### src/rtl/link_pwr_seq.sv
module link_pwr_seq #(
  parameter int REF_HZ  = 1_000_000,
  parameter int FILT_US = 10,
  parameter int LOCK_US = 2000
)(
  input  logic       clk_ref,
  input  logic       rst_n,
  input  logic       en_pin,
  input  logic       clk_active,
  input  logic       pll_locked,
  output logic [1:0] mode,
  output logic       pll_en,
  output logic       mon_en,
  output logic       ser_en,
  output logic       clk_oe,
  output logic       dat_oe,
  output logic       lock_timeout
);
  localparam int KHZ      = REF_HZ / 1000;
  localparam int FILT_RAW = KHZ * FILT_US / 1000;
  localparam int LOCK_RAW = KHZ * LOCK_US / 1000;
  localparam int FILT_CYC = (FILT_RAW < 1) ? 1 : FILT_RAW;
  localparam int LOCK_CYC = (LOCK_RAW < 1) ? 1 : LOCK_RAW;
  localparam int FW = $clog2(FILT_CYC + 1);
  localparam int LW = $clog2(LOCK_CYC + 1);

  localparam logic [1:0] M_OFF  = 2'd0;
  localparam logic [1:0] M_IDLE = 2'd1;
  localparam logic [1:0] M_ACQ  = 2'd2;
  localparam logic [1:0] M_TX   = 2'd3;

  logic          en_m, en_s;
  logic          boot, en_q;
  logic [FW-1:0] fcnt;
  logic [LW-1:0] wcnt;
  logic [1:0]    step;
  logic [1:0]    nxt;
  logic          expire, stay_acq, stay_tx;

  always_ff @(posedge clk_ref) begin
    en_m <= en_pin;
    en_s <= en_m;
  end

  always_ff @(posedge clk_ref or negedge rst_n) begin
    if (!rst_n) begin
      boot <= 1'b1;
      en_q <= 1'b0;
      fcnt <= '0;
    end else if (boot) begin
      boot <= 1'b0;
      en_q <= en_s;
      fcnt <= '0;
    end else if (en_s == en_q) begin
      fcnt <= '0;
    end else if (fcnt == FW'(FILT_CYC - 1)) begin
      en_q <= en_s;
      fcnt <= '0;
    end else begin
      fcnt <= fcnt + 1'b1;
    end
  end

  assign expire = (wcnt == LW'(LOCK_CYC - 1));

  always_comb begin
    nxt = mode;
    if (!en_q) nxt = M_OFF;
    else begin
      case (mode)
        M_OFF:   nxt = M_IDLE;
        M_IDLE:  if (clk_active) nxt = M_ACQ;
        M_ACQ: begin
          if (!clk_active)     nxt = M_IDLE;
          else if (pll_locked) nxt = M_TX;
          else if (expire)     nxt = M_IDLE;
        end
        default: if (!clk_active) nxt = M_IDLE;
      endcase
    end
  end

  assign stay_acq = (mode == M_ACQ) && (nxt == M_ACQ);
  assign stay_tx  = (mode == M_TX)  && (nxt == M_TX);

  always_ff @(posedge clk_ref or negedge rst_n) begin
    if (!rst_n) begin
      mode         <= M_OFF;
      wcnt         <= '0;
      step         <= 2'd0;
      lock_timeout <= 1'b0;
    end else if (boot) begin
      mode <= en_s ? M_IDLE : M_OFF;
    end else begin
      mode <= nxt;
      wcnt <= stay_acq ? wcnt + 1'b1 : '0;
      if (!stay_tx)           step <= 2'd0;
      else if (step != 2'd2)  step <= step + 1'b1;
      if (mode == M_ACQ && en_q && clk_active && !pll_locked && expire)
        lock_timeout <= 1'b1;
    end
  end

  assign pll_en = mode[1];
  assign mon_en = (mode != M_OFF);
  assign ser_en = (mode == M_TX);
  assign clk_oe = (mode == M_TX) && (step != 2'd0);
  assign dat_oe = (mode == M_TX) && (step == 2'd2);
endmodule

### config.mk
export PLATFORM = sky130hd
export DESIGN_NAME = link_pwr_seq
export DESIGN_NICKNAME = d
export VERILOG_FILES = /design/src/rtl/link_pwr_seq.sv
export SDC_FILE = /design/constraint.sdc
export NUM_CORES = 1
export LEC_CHECK = 0
export ABC_AREA = 1
export BUFFER_PORTS_ARGS = -buffer_cell sky130_fd_sc_hd__buf_2
export CAP_MARGIN = 20
export CORE_AREA = 2 2 51 53
export CTS_BUF_LIST = sky130_fd_sc_hd__clkbuf_2
export DETAILED_ROUTE_END_ITERATION = 8
export DIE_AREA = 0 0 53 55
export PLACE_DENSITY = 0.75
export SLEW_MARGIN = 20
export SYNTH_ARGS = -nofsm -noshare
export SYNTH_HDL_FRONTEND = slang
export SYNTH_SLANG_ARGS = --single-unit
### constraint.sdc
create_clock -name clk_ref -period 1.4 [get_ports clk_ref]
set_input_delay 0.21 -clock clk_ref [delete_from_list [all_inputs] [get_ports clk_ref]]
set_output_delay 0.21 -clock clk_ref [all_outputs]
set_load 0.01 [all_outputs]
==> impl_metrics.tcl <==
set metrics [dict create \
    status "finished, violations left" \
    violations "negative setup slack" \
    synth-xor-area-share_pct 5.69 \
    place_area_um2 1400 \
    clkPwrFrac_pct 23.3 \
    fillers 194 \
    cp.required_ns 1.19 \
    powerDensity_nw_per_um2 734 \
    holdPathEnd "mode[1]" \
    drv_slew 0 \
    finalNetCount 181 \
    holdCritStartpoint "clk_active" \
    synth-simple-area-share_pct 23.1 \
    min_period_ns 1.41 \
    syn_area_um2 1230 \
    coreArea_um2 2360 \
    netSwitchingPower_mw 0.301 \
    dieArea_um2 2920 \
    synthCells 139 \
    rsz0062_at_grt "true" \
    grt_use_total_pct 19.5 \
    synth_top_family_by_area "simple AND/OR/NAND/NOR gates" \
    yosysWarningCount 0 \
    period_share_pct 101 \
    clkLatencyLatePin_ns 0.32 \
    ys_ff_latch 24 \
    end_kind "output pin" \
    grt_max_degree 23 \
    port_buffers 12 \
    synth.avg_cell_area_um2 8.87 \
    clock-root-buffer "clkbuf_2" \
    start_kind "flop" \
    mostFrequentLayoutCells "nand2_1 (20), dfrtp_1 (19), inv_1 (16), buf_4 (13)" \
    cts_made_buffers 3 \
    drc 0 \
    design_area_um2 1560 \
    firstDrtPassIters 4 \
    peakVddDrop_v 0.000702 \
    maxCapViolations 0 \
    grt_pass1_wl_um 4040 \
    clock.fmax_mhz 708 \
    row_count 18 \
    p_leak_nw 0.745 \
    reg2reg_slack_ns -0.01 \
    cpPeakStageDelay_ns 0.45 \
    wl_per_cell_um 11.7 \
    synth_compound_area_share_pct 9.95 \
    synth_cell_type_count 33 \
    r2r_cells 8 \
    diodes 0 \
    clock-sinks 24 \
    via_count 1009 \
    wirelength_um 2340 \
    r2r_start "wcnt[1]" \
    pre_cts_slack_ns -0.0298 \
    tns_ns -0.0194 \
    hold_violations 0 \
    synth_fa_ha_area_share_pct 5.08 \
    timing.rr.end "wcnt[10]" \
    total_power_mw 1.15 \
    setup_ws_ns -0.0129 \
    via_per_inst 5.05 \
    final_common_cell "nand2_1" \
    clkSlewWorstSetupHoldPaths_ns 0.21 \
    setup_viol 2 \
    dp.cells 189 \
    p_seq_share_pct 64.7 \
    pwr-share-comb_pct 12.0 \
    utilization_pct 66.0 \
    multiInputGateArea_um2 633 \
    crit_chain "inv_2 -> ha_2 -> nor2_1 -> buf_2" \
    min_path_cells 5 \
    syn_to_final_growth_pct 26.7 \
    seq_area_frac_synth_pct 48.0 \
    io_pins 13 \
    die_h_um 55 \
    sw_frac_of_total_pct 26.2 \
    synth_mux_area_share_pct 0 \
    crit_fanout 2 \
    hpwl_um 1670 \
    syn-num-nets 149 \
    final-instance-count-excl-fill 200 \
    antenna_found_initial 0 \
    hold_class "input port to flop" \
    p_int_mw 0.845 \
    clockBufferDepth 2 \
    grt_pass1_vias 994 \
    crit_path_top_delay_cell "dfrtp_1" \
    critPathKind "flop to output pin" \
    timing.hold.ws_ns 0.243 \
    h-tree-depth 1 \
    cts_tree "built" \
    cp.arrival_ns 1.20 \
    start_util_pct 52.1 \
    gp_congestion 0.845 \
    first_iter_violations 7 \
    grt-ovfl-total 0 \
    drive_gt1_share_pct 37.1 \
    regArea_um2 594 \
    finClkSkew_ns 0.000899 \
    die_w_um 53 \
    ant_nets 0 \
]
[state kept, by name, summed over array words and instances, names as in the netlist]
register	flops
boot	1
step	2
en_m	1
wcnt	11
en_s	1
fcnt	4
lock_timeout	1
en_q	1
mode	2
[worst max path at each step]
stage / start / end / slack [ns]
after floorplan: wcnt[0] / wcnt[10] / 0.009
after global placement: wcnt[0] / wcnt[2] / 0.02
after detailed placement: wcnt[1] / wcnt[10] / -0.03
after CTS: step[0] / dat_oe / -0.02
after global routing: wcnt[1] / wcnt[3] / -0.12
final: step[1] / clk_oe / -0.01
[Yosys cell counts (all sizes together)]
cell type   n  area share, %
a211oi      1           0.61
a21boi      1           0.61
a21oi      13            5.6
a31o        1           0.71
a31oi       1           0.51
buf         1           0.61
clkbuf      1           0.30
conb        1           0.30
dfrtp      21             43
dfstp       1            2.1
dfxtp       2            3.2
ha          5            5.1
inv        22            6.9
nand2      25            8.6
nand3       6            3.2
nand3b      1           0.61
nand4       6            3.6
nor2       16            5.9
nor3        2            1.2
o21ai       2           0.81
o21bai      1           0.61
o22ai       1           0.51
xnor2       3            2.1
xor2        5            3.6
[routing by layer]
metal  part of all wire [%]  vias to the layer above  GRT usage (%)
li1                       -                      510              -
met1                     41                      485           21.8
met2                     56                       12           36.7
met3                    2.4                        2           3.49
met4                   0.73                        0           8.12
met5                      0                        -              0
[power groups by stage]
| stage | combinational (mW) | clock (mW) | sequential (mW) |
|---|---|---|---|
| final | 0.138 | 0.266 | 0.742 |
| after global routing | 0.160 | 0.307 | 0.746 |
| after CTS | 0.122 | 0.279 | 0.737 |
| after global placement | 0.105 | 0 | 0.747 |
| after floorplan | 0.0646 | 0 | 0.747 |
| after detailed placement | 0.109 | 0 | 0.749 |
[logic make-up after synthesis]
group           Yosys count
compound gates           21
fa+ha+maj                 5
xor+xnor                  8
buf+inv                  24
other cells               1
simple gates             56
flops                    24
[what timing repair did]
item	in CTS	in global routing
resized for setup	4	23
endpoints found under the setup margin	11	18
cloned	1	0
pin swaps	3	8
buffers inserted	2	2
endpoints found under the hold margin	22	0
hold buffers	2	0
[critical path: cells and delay by family, from the launching register on]
| family | cells | cell delay, ns |
|---|---|---|
| adder cells (fa/ha/maj) | 1 | 0.16 |
| AND/OR/NAND/NOR | 1 | 0.09 |
| flip-flops | 1 | 0.45 |
| buffers and inverters | 2 | 0.18 |
[layout make-up]
type                            instances  area share (%)
Clock buffer                            4            1.28
Inverter                               22            5.61
Multi-Input combinational cell         92            40.5
Sequential cell                        24            38.1
Tap cell                               30            2.40
Timing Repair Buffer                   28            12.1
(Power assumes the default switching activity.)
